===== src/rtl/cfg_seq_pkg.sv =====
package cfg_seq_pkg;

  typedef enum logic [2:0] {
    ST_POR   = 3'd0,
    ST_CLEAR = 3'd1,
    ST_WAIT  = 3'd2,
    ST_LOAD  = 3'd3,
    ST_START = 3'd4,
    ST_OPER  = 3'd5,
    ST_ERR   = 3'd6,
    ST_PDOWN = 3'd7
  } seq_state_t;

  typedef enum logic [2:0] {
    CM_MSER  = 3'd0,
    CM_MUP   = 3'd1,
    CM_MDN   = 3'd2,
    CM_PBYTE = 3'd3,
    CM_SSER  = 3'd4,
    CM_RSVD  = 3'd7
  } cfg_mode_t;

endpackage


===== src/rtl/cfg_mode_decode.sv =====
module cfg_mode_decode
  import cfg_seq_pkg::*;
(
  input  logic [2:0] pins,
  output cfg_mode_t  code,
  output logic       valid,
  output logic       is_master,
  output logic       cclk_drive
);
  always_comb begin
    unique case (pins)
      3'b000:  code = CM_MSER;
      3'b001:  code = CM_MUP;
      3'b011:  code = CM_MDN;
      3'b101:  code = CM_PBYTE;
      3'b111:  code = CM_SSER;
      default: code = CM_RSVD;
    endcase
    valid      = (code != CM_RSVD);
    is_master  = (code == CM_MSER) || (code == CM_MUP) || (code == CM_MDN);
    cclk_drive = valid && (code != CM_SSER);
  end
endmodule


===== src/rtl/cfg_tick_timer.sv =====
module cfg_tick_timer #(
  parameter int TW = 17
) (
  input  logic          clk,
  input  logic          por_n,
  input  logic          restart,
  input  logic          tick,
  input  logic [TW-1:0] limit,
  output logic          expire
);
  logic [TW-1:0] cnt;

  assign expire = tick && (cnt >= limit - TW'(1));

  always_ff @(posedge clk or negedge por_n) begin
    if (!por_n)
      cnt <= '0;
    else if (restart)
      cnt <= '0;
    else if (tick && !expire)
      cnt <= cnt + TW'(1);
  end
endmodule


===== src/rtl/cfg_reset_filter.sv =====
module cfg_reset_filter #(
  parameter int N = 3
) (
  input  logic clk,
  input  logic por_n,
  input  logic enable,
  input  logic rst_in_n,
  input  logic tick,
  output logic fire
);
  localparam int FW = (N < 2) ? 1 : $clog2(N + 1);

  logic [FW-1:0] run;

  assign fire = enable && !rst_in_n && tick && (run == FW'(N - 1));

  always_ff @(posedge clk or negedge por_n) begin
    if (!por_n)
      run <= '0;
    else if (!enable || rst_in_n)
      run <= '0;
    else if (tick && run != FW'(N - 1))
      run <= run + FW'(1);
  end

  generate
    if (N > 1) begin : g_hist
      // a high reset level in one cycle forbids an abort in the next
      p_pulse_restart_r6: assert property (@(posedge clk) disable iff (!por_n)
        rst_in_n |=> !fire);
    end
  endgenerate
endmodule


===== src/rtl/cfg_seq_ctrl.sv =====
module cfg_seq_ctrl
  import cfg_seq_pkg::*;
#(
  parameter int SLAVE_EXP     = 14,
  parameter int MASTER_EXP    = 16,
  parameter int CLEAR_TICKS   = 200,
  parameter int STARTUP_TICKS = 4,
  parameter int ABORT_TICKS   = 3
) (
  input  logic       clk,
  input  logic       por_n,
  input  logic       tick,
  input  logic       ext_rst_n,
  input  logic       done_prog_n,
  input  logic [2:0] mode_pins,
  input  logic       pwrdn_req,
  input  logic       stop_err,
  input  logic       load_done,
  output logic       init_drive_low,
  output logic       clr_en,
  output logic [2:0] cfg_mode,
  output logic       cclk_out,
  output logic       io_tristate,
  output logic       io_pullup,
  output logic       cfg_active,
  output logic       user_active,
  output logic       pdown_active
);
  localparam int PW  = MASTER_EXP + 1;
  localparam int CW  = $clog2(CLEAR_TICKS + 1);
  localparam int SW  = $clog2(STARTUP_TICKS + 1);
  localparam int TW0 = (PW > CW) ? PW : CW;
  localparam int TW  = (TW0 > SW) ? TW0 : SW;

  seq_state_t st, nxt;
  cfg_mode_t  dec_code, mode_q;
  logic       dec_valid, dec_master, dec_cclk, cclk_q;
  logic       tmr_restart, tmr_expire, abort_fire, reprog;
  logic [TW-1:0] tmr_limit;

  cfg_mode_decode u_dec (
    .pins       (mode_pins),
    .code       (dec_code),
    .valid      (dec_valid),
    .is_master  (dec_master),
    .cclk_drive (dec_cclk)
  );

  always_comb begin
    unique case (st)
      ST_POR:   tmr_limit = dec_master ? (TW'(1) << MASTER_EXP) : (TW'(1) << SLAVE_EXP);
      ST_CLEAR: tmr_limit = TW'(CLEAR_TICKS);
      default:  tmr_limit = TW'(STARTUP_TICKS);
    endcase
  end

  assign tmr_restart = (st != nxt);

  cfg_tick_timer #(.TW(TW)) u_tmr (
    .clk     (clk),
    .por_n   (por_n),
    .restart (tmr_restart),
    .tick    (tick),
    .limit   (tmr_limit),
    .expire  (tmr_expire)
  );

  cfg_reset_filter #(.N(ABORT_TICKS)) u_abort (
    .clk      (clk),
    .por_n    (por_n),
    .enable   (st == ST_LOAD),
    .rst_in_n (ext_rst_n),
    .tick     (tick),
    .fire     (abort_fire)
  );

  assign reprog = !ext_rst_n && !done_prog_n;

  always_comb begin
    nxt = st;
    unique case (st)
      ST_POR:   if (tmr_expire) nxt = ST_CLEAR;
      ST_CLEAR: if (tmr_expire) nxt = ST_WAIT;
      ST_WAIT:  if (ext_rst_n && dec_valid) nxt = ST_LOAD;
      ST_LOAD: begin
        if (stop_err)        nxt = ST_ERR;
        else if (abort_fire) nxt = ST_CLEAR;
        else if (load_done)  nxt = ST_START;
      end
      ST_START: if (tmr_expire) nxt = ST_OPER;
      ST_OPER: begin
        if (reprog)         nxt = ST_CLEAR;
        else if (pwrdn_req) nxt = ST_PDOWN;
      end
      ST_PDOWN: if (!pwrdn_req) nxt = ST_OPER;
      ST_ERR:   if (reprog) nxt = ST_CLEAR;
      default:  nxt = ST_POR;
    endcase
  end

  always_ff @(posedge clk or negedge por_n) begin
    if (!por_n) begin
      st     <= ST_POR;
      mode_q <= CM_RSVD;
      cclk_q <= 1'b0;
    end else begin
      st <= nxt;
      if (st == ST_WAIT && nxt == ST_LOAD) begin
        mode_q <= dec_code;
        cclk_q <= dec_cclk;
      end
    end
  end

  assign init_drive_low = (st == ST_POR) || (st == ST_CLEAR) || (st == ST_ERR);
  assign clr_en         = (st == ST_CLEAR);
  assign cfg_mode       = mode_q;
  assign cclk_out       = cclk_q;
  assign io_tristate    = (st != ST_OPER);
  assign io_pullup      = (st != ST_OPER) && (st != ST_PDOWN);
  assign cfg_active     = (st == ST_LOAD);
  assign user_active    = (st == ST_OPER);
  assign pdown_active   = (st == ST_PDOWN);

  // init line released only as the wipe finishes
  p_init_release_r3: assert property (@(posedge clk) disable iff (!por_n)
    $fell(init_drive_low) |-> $past(clr_en));

  // sampled mode held for the whole load
  p_mode_hold_r5: assert property (@(posedge clk) disable iff (!por_n)
    (cfg_active && $past(cfg_active)) |-> $stable(cfg_mode));

  // no abort while the reset pin is high
  p_no_early_abort_r6: assert property (@(posedge clk) disable iff (!por_n)
    (st == ST_LOAD && ext_rst_n) |=> (st != ST_CLEAR));

  // error state held until a reprogram request
  p_err_hold_r7: assert property (@(posedge clk) disable iff (!por_n)
    (st == ST_ERR && (ext_rst_n || done_prog_n)) |=> (st == ST_ERR));

  // power-down cannot interrupt the hold-off
  p_pdown_ignored_r8: assert property (@(posedge clk) disable iff (!por_n)
    (st == ST_POR) |=> (st == ST_POR || st == ST_CLEAR));

  // framing error wins over every other load exit
  p_err_wins_r11: assert property (@(posedge clk) disable iff (!por_n)
    (st == ST_LOAD && stop_err) |=> (st == ST_ERR));
endmodule


===== config.mk =====
export PLATFORM = sky130hd
export DESIGN_NAME = cfg_seq_ctrl
export DESIGN_NICKNAME = d
export VERILOG_FILES = /design/src/rtl/cfg_seq_pkg.sv /design/src/rtl/cfg_mode_decode.sv /design/src/rtl/cfg_tick_timer.sv /design/src/rtl/cfg_reset_filter.sv /design/src/rtl/cfg_seq_ctrl.sv
export SDC_FILE = /design/constraint.sdc
export NUM_CORES = 1
export LEC_CHECK = 0
export BUFFER_PORTS_ARGS = -buffer_cell sky130_fd_sc_hd__buf_2
export CAP_MARGIN = 30
export CELL_PAD_IN_SITES_DETAIL_PLACEMENT = 1
export CELL_PAD_IN_SITES_GLOBAL_PLACEMENT = 1
export CORE_MARGIN = 2
export CORE_UTILIZATION = 44
export DETAILED_ROUTE_END_ITERATION = 10
export PLACE_DENSITY = 0.87
export RECOVER_POWER = 50
export SLEW_MARGIN = 20
export SYNTH_ARGS = -nofsm -noshare
export SYNTH_HDL_FRONTEND = slang
export SYNTH_SLANG_ARGS = --single-unit

===== constraint.sdc =====
create_clock -name clk -period 4.2 [get_ports clk]
set_input_delay 0.21 -clock clk [delete_from_list [all_inputs] [get_ports clk]]
set_output_delay 0.21 -clock clk [all_outputs]
set_load 0.005 [all_outputs]

Yosys cells after proc, flatten, opt, wreduce, memory -nomap -nowiden
Index checks and enable logic that the tools add are counted.
Widths: inputs -> output; s select.
{"block": "totals", "wordCells": 74, "ff_bits": 26}
{"block": "op_classes", "muxes": 19, "addsub": 3, "n_reduce_logical": 25, "n_eq_ne": 21, "order_cmp": 1}
{"operator": "$mux 17", "count": 3}
{"operator": "$pmux 17 s2", "count": 1}
{"operator": "$mux 3", "count": 11}
{"operator": "$pmux 3 s8", "count": 1}
{"operator": "$eq 3x3->1 const B", "count": 6}
{"operator": "$add 17x1->17 const B", "count": 1}
{"operator": "$ge 17x17->1", "count": 1}
{"operator": "$sub 17x1->17 const B", "count": 1}
{"operator": "$eq 3x2->1 const B", "count": 5}
{"operator": "$pmux 3 s5", "count": 1}
{"operator": "$ne 3x3->1 const B", "count": 4}
{"operator": "$logic_and 1x1->1", "count": 11}
{"operator": "$eq 3x1->1 const B", "count": 3}
{"operator": "$logic_not 3->1", "count": 3}
{"operator": "$logic_or 1x1->1", "count": 5}
{"operator": "$logic_not 1->1", "count": 4}
{"operator": "$mux 2", "count": 2}
{"operator": "$reduce_bool 2->1", "count": 2}
{"operator": "$ne 3x3->1", "count": 1}
{"operator": "$add 2x1->2 const B", "count": 1}
{"operator": "$eq 2x2->1 const B", "count": 1}
{"operator": "$ne 2x2->1 const B", "count": 1}

Longest topological paths before layout
Gate-level depths: netlist (run 1).
{"block": "depth", "ltp_word": 14, "depth_mapped": 16, "mapped_depth_nobuf": 13}

Hierarchy
Synthesis (run 1) repeated with hierarchy kept, for this count alone.
{"block": "unflattened", "cells_unflattened": 266, "area_unflattened_um2": 2262.2}
{"module": "cfg_tick_timer", "n_inst": 1, "cells_per_inst": 184, "seq_area_each_um2": 425.4, "area_per_inst_um2": 1582.8}
{"module": "cfg_seq_ctrl", "n_inst": 1, "cells_per_inst": 56, "seq_area_each_um2": 178.9, "area_per_inst_um2": 488.0}
{"module": "cfg_reset_filter", "n_inst": 1, "cells_per_inst": 14, "seq_area_each_um2": 50.0, "area_per_inst_um2": 125.1}
{"module": "cfg_mode_decode", "n_inst": 1, "cells_per_inst": 12, "seq_area_each_um2": 0.0, "area_per_inst_um2": 66.3}

Worst setup path after synthesis (run 1)
No wires, ideal clock.
{"block": "synth_timing", "path_kind": "flip-flop to flip-flop", "start": "reg st[2]", "end": "reg u_tmr.cnt[15]", "n_path_buf": 3, "setup_time_ps": 126, "t_arrival_ps": 3047, "path_slack_ps": 1027, "required_ps": 4074, "synth_period_minus_slack_ps": 3173, "stages_incl_launch_ff": 15, "cell_sequence": "dfrtp_1 > clkbuf_1 > nor2_1 > nand2_1 > or3_1 > xor2_1 > ha_1 > nand2_1 > nor4_4 > o311ai_4 > a31oi_2 > a22o_1 > buf_4 > buf_6 > a21oi_1"}
{"block": "synth_via", "elab_chain_cells": 9}
{"item": "start: declaration", "line": "cfg_seq_ctrl.sv:35", "text": "seq_state_t st, nxt;"}
{"item": "start signal: assignment", "line": "cfg_seq_ctrl.sv:107", "text": "st <= nxt;"}
{"item": "$eq 3x1->1 (tied with other cells)", "line": "cfg_seq_ctrl.sv:50, cfg_seq_ctrl.sv:81"}
{"item": "$pmux 17 s2 or $logic_and 1x1->1 (tied branches)", "line": "cfg_seq_ctrl.sv:50, cfg_reset_filter.sv:15"}
{"item": "$sub 17x1->17 or $logic_and 1x1->1 (tied branches)", "line": "cfg_tick_timer.sv:13, cfg_reset_filter.sv:15"}
{"item": "$ge 17x17->1 or $logic_and 1x1->1 (tied branches)", "line": "cfg_tick_timer.sv:13, cfg_reset_filter.sv:15"}
{"item": "$logic_and 1x1->1 or $mux 3 (tied branches)", "line": "cfg_tick_timer.sv:13, cfg_seq_ctrl.sv:87"}
{"item": "$mux 3 (on tied branches)"}
{"item": "$pmux 3 s8", "line": "cfg_seq_ctrl.sv:81", "text": "unique case (st)"}
{"item": "$ne 3x3->1", "line": "cfg_seq_ctrl.sv:57", "text": "assign tmr_restart = (st != nxt);"}
{"item": "$mux 17 or $reduce_bool 2->1 (tied branches)"}
{"item": "end signal: assignment", "line": "cfg_tick_timer.sv:21", "text": "cnt <= cnt + TW'(1);"}
{"item": "end: declaration", "line": "cfg_tick_timer.sv:11", "text": "logic [TW-1:0] cnt;"}
Parallel ways exist; a longest one is shown, timed or not.
A chain may end at the register's enable or synchronous reset.

Worst setup path in the final report (run 1)
{"block": "layout_timing", "start": "reg st[2]", "end": "reg u_tmr.cnt[16]"}
Same word-level chain as after synthesis.

==> impl_metrics.ini, run 1 <==
[run_status]
status = finished clean

[synth]
synth_edf_count = 0
syn-num-nets = 249
async_reset_ff_share_pct = 100.0
syn-cell-area_um2 = 1916
synth_seq_cells = 26
synth.distinct_cells = 48
synth_flop_cell = dfrtp_1
avgSynthCellArea_um2 = 8.707
yosysSeqAreaShare_pct = 34.16
syn_inst = 220
ys_warn_count = 0

[pwr]
power_mw = 0.9476
p_leak_nw = 0.9586
power_density_nw_per_um2 = 449.7
ir_worst_vdd_v = 0.0002714

[timing]
max_freq_mhz = 270.4
setup_tns_ns = 0
tightest_slew_ns = 1.459
setup_viol = 0
final.setup_skew_ns = 0.004364
fin_crit_sh_pct = 88.06
rsz0062_at_grt = false
hold_viol = 0
min_period_ns = 3.698
slew_viol_final = 0
relSlewSlack_pct = 2.715

[route]
post_drt_wl_per_cell_um = 16.23
viasPerCell = 5.824
drt-initial-drc-count = 52
via_count = 1689
ant_nets = 0
wl_mm = 4.708
dr.pass1.iters = 4
drt_drc_violations_left = 0

[final_layout]
nets = 270
multi_input_area_um2 = 1174
layout-drive-gt1-share_pct = 13.75
final_cell_mix = a21oi_1 (23), dfrtp_1 (23), nand2_1 (19), o21ai_0 (19), buf_2 (19)
nFillCells = 508
seq_area_um2 = 654.4
layout-area-overhead-vs-synth_pct = 9.993
diodes = 0

[cts]
ctsResizeCount = 0
clkLatencyLatePin_ns = 0.28
numCtsBuffers = 3
cts_hold_buf = 1
cts_tree = done
cts_max_level = 1
cts.path.max_buffers = 2
clock_sinks = 26
cts_setup_buffers = 0
cts-root-buf = clkbuf_8
clk_pin_slew_worst_paths_ns = 0.09

[place]
hpwl_mm = 3.540
io_buffers = 21
routabilityCongestion = 0.8248

[grt]
grt_overflow_total = 0
antenna_found_initial = 0
grt_max_degree = 27
grt_pass1_vias = 1737
grt_pass1_wl_mm = 8.135
track_usage_pct = 20.48

[setup_path]
critPathMaxFanout = 16
crit_arrival_ns = 3.91
slowest_stage = or4_1
cp.required_ns = 4.41
critPathKind = flop to flop
cp-start-kind = flop
crit_top_cell = nand2_1
worstPathCellList = nor2_1 -> nand2_1 -> or3_1 -> xor2_1 -> ha_1 -> nand2_1 -> o21ai_0 -> a2111oi_0 -> nand3_1 -> or4_1 -> a21oi_1
r2r_slack_ns = 0.50
crit_path_max_incr_delay_ns = 0.59
end_kind = flop

[die]
start_util_pct = 46.88
die_w_um = 69.98
dieArea_um2 = 4897
io-pin-count = 22
core_um2 = 4086
die_h_um = 69.98
placementRows = 23

[job]
maxCapViolations = 0

[min_path]
min_path_type = input port to flop
[report_power, final]
part           total, mW  switching [mW]  leakage (nW)  internal [mW]
combinational      0.426           0.255         0.588          0.171
sequential         0.351          0.0604         0.341          0.290
clock              0.171          0.0870        0.0288         0.0842
total              0.948           0.402         0.959          0.546
[layout make-up]
| cell class | instances | share of cell area (%) |
|---|---|---|
| multi-input combinational | 176 | 55.70 |
| clock buffer | 4 | 2.613 |
| inverter | 11 | 1.960 |
| timing repair buffer | 23 | 5.701 |
| sequential | 26 | 31.06 |
| tap | 50 | 2.969 |
[cell usage after synthesis, types with 2 or more instances]
master / n / share of area [%]
clkbuf_1: 3 / 0.59
a21oi_1: 23 / 6.0
dfrtp_1: 23 / 30
dfstp_2: 3 / 4.1
o21ai_0: 19 / 5.0
buf_6: 2 / 1.2
nand2_1: 19 / 3.7
nand3_1: 10 / 2.6
and3_1: 5 / 1.6
a22oi_1: 2 / 0.78
nor3b_1: 2 / 0.78
nand4_1: 7 / 2.3
xor2_1: 8 / 3.7
or3_1: 9 / 2.9
inv_1: 11 / 2.2
nor4_1: 2 / 0.65
o211ai_1: 2 / 0.78
xnor2_1: 2 / 0.91
a22o_1: 2 / 0.91
ha_1: 18 / 12
nand2b_1: 3 / 0.98
nor2_1: 18 / 3.5
nor2b_1: 2 / 0.65
[flip-flops by register name, summed over array words and instances (netlist names)]
| name | cells |
|---|---|
| u_abort.run | 2 |
| u_tmr.cnt | 17 |
| cclk_out | 1 |
| cfg_mode | 3 |
| st | 3 |
[worst max-delay path: cells and delay by family (launching register included)]
| kind | cells | cell delay, ns |
|---|---|---|
| compound gates | 3 | 0.73 |
| simple gates | 6 | 1.89 |
| flops | 1 | 0.55 |
| fa+ha+maj | 1 | 0.29 |
| xor+xnor | 1 | 0.16 |
[worst paths after layout]
| check | startpoint | to | cells after the start |
|---|---|---|---|
| max in group asynchronous | por_n | cclk_out | 2 |
| worst max-delay path | st[2] | u_tmr.cnt[16] | 11 |
| min in group asynchronous | por_n | u_tmr.cnt[6] | 2 |
| worst min-delay path | mode_pins[1] | cfg_mode[0] | 2 |
| worst min register to register | cfg_mode[0] | cfg_mode[0] | 2 |
| worst max register to register | st[2] | u_tmr.cnt[16] | 11 |
[layer usage]
| metal | global-route usage, % | wire, um | up-vias |
|---|---|---|---|
| met5 | 0 | 0 | - |
| met4 | 5.769 | 59 | 0 |
| met3 | 3.030 | 92 | 5 |
| met2 | 33.65 | 2270 | 13 |
| met1 | 28.01 | 2286 | 829 |
| li1 | - | - | 842 |
[through the flow]
stage | hold slack (ns) | util [%] | worst slack [ns] | instance area, um2 | instances
floorplan | -0.08559 | - | 1.027 | 1916 | 220
global placement | 0.2564 | 50.03 | 0.6902 | 2044 | 285
detailed placement | 0.2579 | 50.03 | 0.5270 | 2044 | 285
CTS | 0.1491 | 51.62 | 0.5152 | 2110 | 290
global route | 0.1774 | 51.56 | 0.1442 | 2107 | 290
finish | 0.1594 | 51.56 | 0.5017 | 2107 | 290
[kinds of logic after synthesis]
logic type	after synthesis	synth area share [%]
simple gates	88	25.02
compound gates	59	19.40
flops	26	34.16
buf+inv	18	4.572
fa+ha+maj	18	11.76
xor+xnor	10	4.572
mux	1	0.5226
(Power assumes the default switching activity.)
==> inputs of run 2 (changes only) <==
PLACE_DENSITY = 0.89   (was 0.87)
clock period = 4 ns   (was 4.2 ns; I/O delays follow)
==> run 2 against run 1 <==
  * Setup slack gained 0.017 ns
  * Critical path type unchanged
  * Critical endpoint is now u_tmr.cnt[14]
  * Wire length grew 2.0%
  * Clock skew grew 0.0028 ns
  * Sequential power shrank 3%
  * Clock-buffer cell count is the same
  * Hold slack lost 0.0077 ns
  * Register-to-register slack gained 0.02 ns
  * Critical path depth grew 3
  * Fmax grew 6.2%
==> impl_metrics.ini, run 2 (synthesis results as in run 1) <==
[die]
start_util_pct = 46.88
die_w_um = 69.98
placementRows = 23
dieArea_um2 = 4897
core_um2 = 4086
io-pin-count = 22
die_h_um = 69.98

[pwr]
p_sw_mw = 0.4237
pwr-share-seq_pct = 34.3
internal_power_mw = 0.5692
power_density_nw_per_um2 = 468.2
switching_share_pct = 42.67
p_clk_share_pct = 16.2
ir_worst_vdd_v = 0.0002696
p_leak_nw = 0.9734
p_comb_share_pct = 49.5

[setup_path]
critPathKind = flop to flop
critPathMaxFanout = 11
crit_arrival_ns = 3.69
cp-start-kind = flop
ff2ff_path_depth = 14
cp.required_ns = 4.21
worstPathCellList = inv_1 -> nand2_1 -> inv_1 -> o21ai_0 -> ha_1 -> xor2_1 -> ha_1 -> nand2_1 -> o21ai_0 -> a2111oi_0 -> nand3_1 -> buf_4 -> or3_1 -> a21oi_1
crit_path_max_incr_delay_ns = 0.50
slowest_stage = dfrtp_1
end_kind = flop

[route]
drt_drc_violations_left = 0
drt-initial-drc-count = 96
dr.pass1.iters = 5
ant_nets = 0
viasPerCell = 5.959
wl_mm = 4.801
via_count = 1746
post_drt_wl_per_cell_um = 16.39

[cts]
clk_pin_slew_worst_paths_ns = 0.10
clkLatencyLatePin_ns = 0.28
cts_tree = done
cts-root-buf = clkbuf_8
cts_setup_buffers = 0
ctsResizeCount = 0
cts.path.max_buffers = 2
numCtsBuffers = 3
cts_max_level = 1
clock_sinks = 26
cts_hold_buf = 1

[grt]
grt_pass1_wl_mm = 8.349
track_usage_pct = 20.60
antenna_found_initial = 0
grt_overflow_total = 0
grt_pass1_vias = 1781
grt_max_degree = 27

[final_layout]
layout-drive-gt1-share_pct = 14.40
multi_input_area_um2 = 1174
nFillCells = 531
final_cell_mix = a21oi_1 (23), dfrtp_1 (23), buf_2 (20)
largest_reg_flops = 17
seq_area_um2 = 654.4
top_register = u_tmr.cnt
diodes = 0
nets = 273
layout-area-overhead-vs-synth_pct = 10.71

[timing]
fin_hold_ws_ns = 0.1517
setup_viol = 0
min_period_ns = 3.481
tightest_slew_ns = 1.459
fin_crit_sh_pct = 87.03
slew_viol_final = 0
max_freq_mhz = 287.3
rsz0062_at_grt = false
relSlewSlack_pct = 2.700
final.setup_skew_ns = 0.007131
setup_tns_ns = 0
hold_viol = 0

[min_path]
min_path_type = input port to flop
hold_depth = 2

[job]
maxCapViolations = 0

[place]
routabilityCongestion = 0.7839
hpwl_mm = 3.557
io_buffers = 21

[run_status]
status = finished clean
-- run 2: per-stage QoR --
stage	power, mW	utilization, %	area, um2	std cells	setup WS, ns
2_1_floorplan	0.6917	-	1916	220	0.8271
3_5_place_dp	0.8364	50.58	2067	288	0.5816
5_1_grt	1.072	51.90	2121	293	0.2240
4_1_cts	0.9973	51.93	2122	293	0.5676
6_report	0.9929	51.90	2121	293	0.5187
3_3_place_gp	0.8138	50.58	2067	288	0.7445
-- run 2: power groups by stage --
stage | Sequential [mW] | Combinational [mW] | Clock (mW)
finish | 0.341 | 0.492 | 0.161
global route | 0.346 | 0.555 | 0.171
CTS | 0.340 | 0.496 | 0.161
detailed placement | 0.345 | 0.491 | 0
global placement | 0.342 | 0.471 | 0
floorplan | 0.338 | 0.353 | 0
-- run 2: layout make-up --
| class | count | share of cell area [%] |
|---|---|---|
| Sequential cell | 26 | 30.86 |
| Multi-Input combinational cell | 176 | 55.34 |
| Clock buffer | 4 | 2.124 |
| Timing Repair Buffer | 26 | 6.785 |
| Inverter | 11 | 1.947 |
| Tap cell | 50 | 2.950 |
-- run 2: path summary, 6_finish.rpt --
check / from / slack, ns / to
setup / recovery: st[0] / 0.52 / u_tmr.cnt[14]
hold / removal: mode_pins[1] / 0.15 / cfg_mode[0]
setup reg to reg: st[0] / 0.52 / u_tmr.cnt[14]
hold reg to reg: cfg_mode[0] / 0.49 / cfg_mode[0]
max in group asynchronous: por_n / 2.35 / st[1]
min in group asynchronous: por_n / 0.79 / u_tmr.cnt[5]
-- run 2: per-layer routing --
| layer | part of all wire (%) | vias to the layer above | GRT usage [%] | routed length, um |
|---|---|---|---|---|
| li1 | - | 845 | - | - |
| met1 | 48 | 879 | 27.42 | 2326 |
| met2 | 49 | 17 | 35.77 | 2345 |
| met3 | 1.8 | 5 | 2.309 | 86 |
| met4 | 0.87 | 0 | 4.915 | 42 |
| met5 | 0 | - | 0 | 0 |
-- run 2: critical path: cells and delay by family, from the launching register on --
| family | cells | cell delay (ns) |
|---|---|---|
| compound gates | 4 | 0.89 |
| xor+xnor | 1 | 0.17 |
| buf+inv | 3 | 0.53 |
| fa+ha+maj | 2 | 0.51 |
| simple gates | 4 | 0.80 |
| flops | 1 | 0.50 |
==> inputs of run 3 (changes only) <==
ABC_AREA = 1   (was unset)
BUFFER_PORTS_ARGS = unset   (was -buffer_cell sky130_fd_sc_hd__buf_2)
CORE_UTILIZATION = 46   (was 44)
DONT_BUFFER_PORTS = 1   (was unset)
==> run 3 against run 2 <==
  * The run now ends with capacitance limit, slew limit left
  * Sequential share of layout area is 1.2 points lower
  * Clock-buffer cell count unchanged
  * Critical path depth is 5 higher
  * Critical path type unchanged
  * Highest routed layer unchanged
  * Utilization is 1.2 points lower
==> impl_metrics.ini, run 3 <==
[run_status]
status = finished with violations
violations = capacitance limit, slew limit

[synth]
synth_edf_count = 0
yosysMostFrequentCell = nand2_1
syn-num-nets = 320
yosysTopAreaCellShare_pct = 27.68
yosysSeqAreaShare_pct = 31.47
ys_warn_count = 0
synth_seq_cells = 26
synth_flop_cell = dfrtp_1
syn_inst = 291
async_reset_ff_share_pct = 100.0
synth_commonest_cells = nand2_1 (81), inv_1 (43), nor2_1 (32)
syn-cell-area_um2 = 2079
synthTopCellsByArea = dfrtp_1 (28%), nand2_1 (15%), ha_1 (11%)
avgSynthCellArea_um2 = 7.146
synth_top_cell_by_area = dfrtp_1
synth.distinct_cells = 35

[grt]
grt_max_degree = 27
track_usage_pct = 22.32
antenna_found_initial = 0
grt_pass1_wl_mm = 8.928
grt_overflow_total = 0
grt_pass1_vias = 1980

[route]
post_drt_wl_per_cell_um = 15.21
drt-initial-drc-count = 56
ant_nets = 0
drt_drc_violations_left = 0
via_count = 1892
wl_mm = 5.325
dr.pass1.iters = 4
viasPerCell = 5.406

[timing]
slew_viol_final = 26
max_freq_mhz = 289.8
tightest_slew_ns = 1.502
setup_tns_ns = 0
setup_viol = 0
fin_crit_sh_pct = 86.27
fin_hold_ws_ns = 0.04557
min_period_ns = 3.451
relSlewSlack_pct = -0.1222
hold_viol = 0
final.setup_skew_ns = 0.01028
rsz0062_at_grt = false

[die]
die_h_um = 71.24
start_util_pct = 47.76
io-pin-count = 22
dieArea_um2 = 5074
die_w_um = 71.24
placementRows = 24
core_um2 = 4354

[cts]
cts_hold_buf = 3
cts_setup_buffers = 0
cts.path.max_buffers = 2
numCtsBuffers = 3
clock_sinks = 26
ctsResizeCount = 0
cts-root-buf = clkbuf_8
cts_max_level = 1
clkLatencyLatePin_ns = 0.28
cts_tree = done
clk_pin_slew_worst_paths_ns = 0.10

[final_layout]
largest_reg_flops = 17
mostFrequentLayoutCell = nand2_1
top_register = u_tmr.cnt
nFillCells = 580
diodes = 0
design_area_um2 = 2208
final_cell_mix = nand2_1 (81), inv_1 (43), nor2_1 (32)
layout-area-overhead-vs-synth_pct = 6.197
nets = 328
layout-drive-gt1-share_pct = 9.732

[setup_path]
crit_top_cell = nor2_1
crit_path_max_incr_delay_ns = 0.45
cp.required_ns = 4.23
end_kind = flop
cp-start-kind = flop
crit_arrival_ns = 3.68
ff2ff_path_depth = 19
cp_top_family = simple AND/OR/NAND/NOR gates
cp_num_buf_inv = 2
critPathMaxFanout = 6
cp.depth = 19
worstPathCellList = nor2_1 -> nand2_1 -> inv_1 -> o211ai_1 -> ha_1 -> xor2_1 -> ha_1 -> a21o_1 -> nor2_1 -> o21ai_1 -> nor2_1 -> nand2_1 -> nor2_1 -> nand3_1 -> nor2_1 -> inv_1 -> o21bai_1 -> nand2_1 -> nor2_4
slowest_stage = dfrtp_1
critPathKind = flop to flop

[place]
routabilityCongestion = 0.8493
hpwl_mm = 4.184
post_dp_cell_area_um2 = 2140
io_buffers = 0

[pwr]
p_comb_share_pct = 53.0
pwr-share-seq_pct = 32.2
p_sw_mw = 0.5405
p_leak_nw = 1.157
p_clk_share_pct = 14.8
ir_worst_vdd_v = 0.0003098
internal_power_mw = 0.5645
switching_share_pct = 48.91
power_density_nw_per_um2 = 500.4

[min_path]
hold_depth = 2
min_path_type = input port to flop

[job]
maxCapViolations = 1
-- run 3: final cells by class --
class | instances | area [um2] | share of cell area [%]
sequential | 26 | 654.4 | 29.63
tap | 52 | 65.06 | 2.946
inverter | 46 | 173.9 | 7.875
clock buffer | 4 | 45.04 | 2.040
multi-input combinational | 217 | 1231 | 55.75
timing repair buffer | 5 | 38.79 | 1.756
-- run 3: cells by family after synthesis --
kind of cell	after synthesis	share of synthesized area [%]
compound gates	24	7.822
xor+xnor	8	3.370
fa+ha+maj	18	10.83
buf+inv	48	9.325
flops	26	31.47
simple gates	167	37.18
-- run 3: worst paths after layout --
path	from	endpoint	slack, ns
worst max register to register	st[1]	u_tmr.cnt[13]	0.55
max in group asynchronous	por_n	u_abort.run[0]	2.32
worst max-delay path	st[1]	u_tmr.cnt[13]	0.55
worst min register to register	cfg_mode[0]	cfg_mode[0]	0.50
worst min-delay path	ext_rst_n	cfg_mode[0]	0.05
min in group asynchronous	por_n	u_tmr.cnt[15]	0.80
-- run 3: routing by layer --
metal  share of wire (%)  global-route usage, %  vias to the layer above
li1                    -                      -                      945
met1                  47                  29.26                      909
met2                  48                  38.37                       30
met3                 3.0                  1.969                        8
met4                 1.7                  8.386                        0
met5                   0                      0                        -
-- run 3: metrics by stage --
stage	total power [mW]	util, %	setup slack [ns]	std cells
after detailed placement	0.9403	49.14	0.5549	343
final	1.105	50.72	0.5491	350
after floorplan	0.8314	-	1.085	291
after global placement	0.9184	49.14	0.7377	343
after global routing	1.196	50.72	0.1031	350
after CTS	1.120	51.09	0.5448	350
-- run 3: power groups by stage --
stage               Combinational (mW)  Sequential (mW)  Clock (mW)
floorplan                        0.478            0.354           0
global placement                 0.556            0.363           0
detailed placement               0.576            0.364           0
CTS                              0.594            0.360       0.165
global route                     0.662            0.362       0.171
finish                           0.586            0.356       0.163
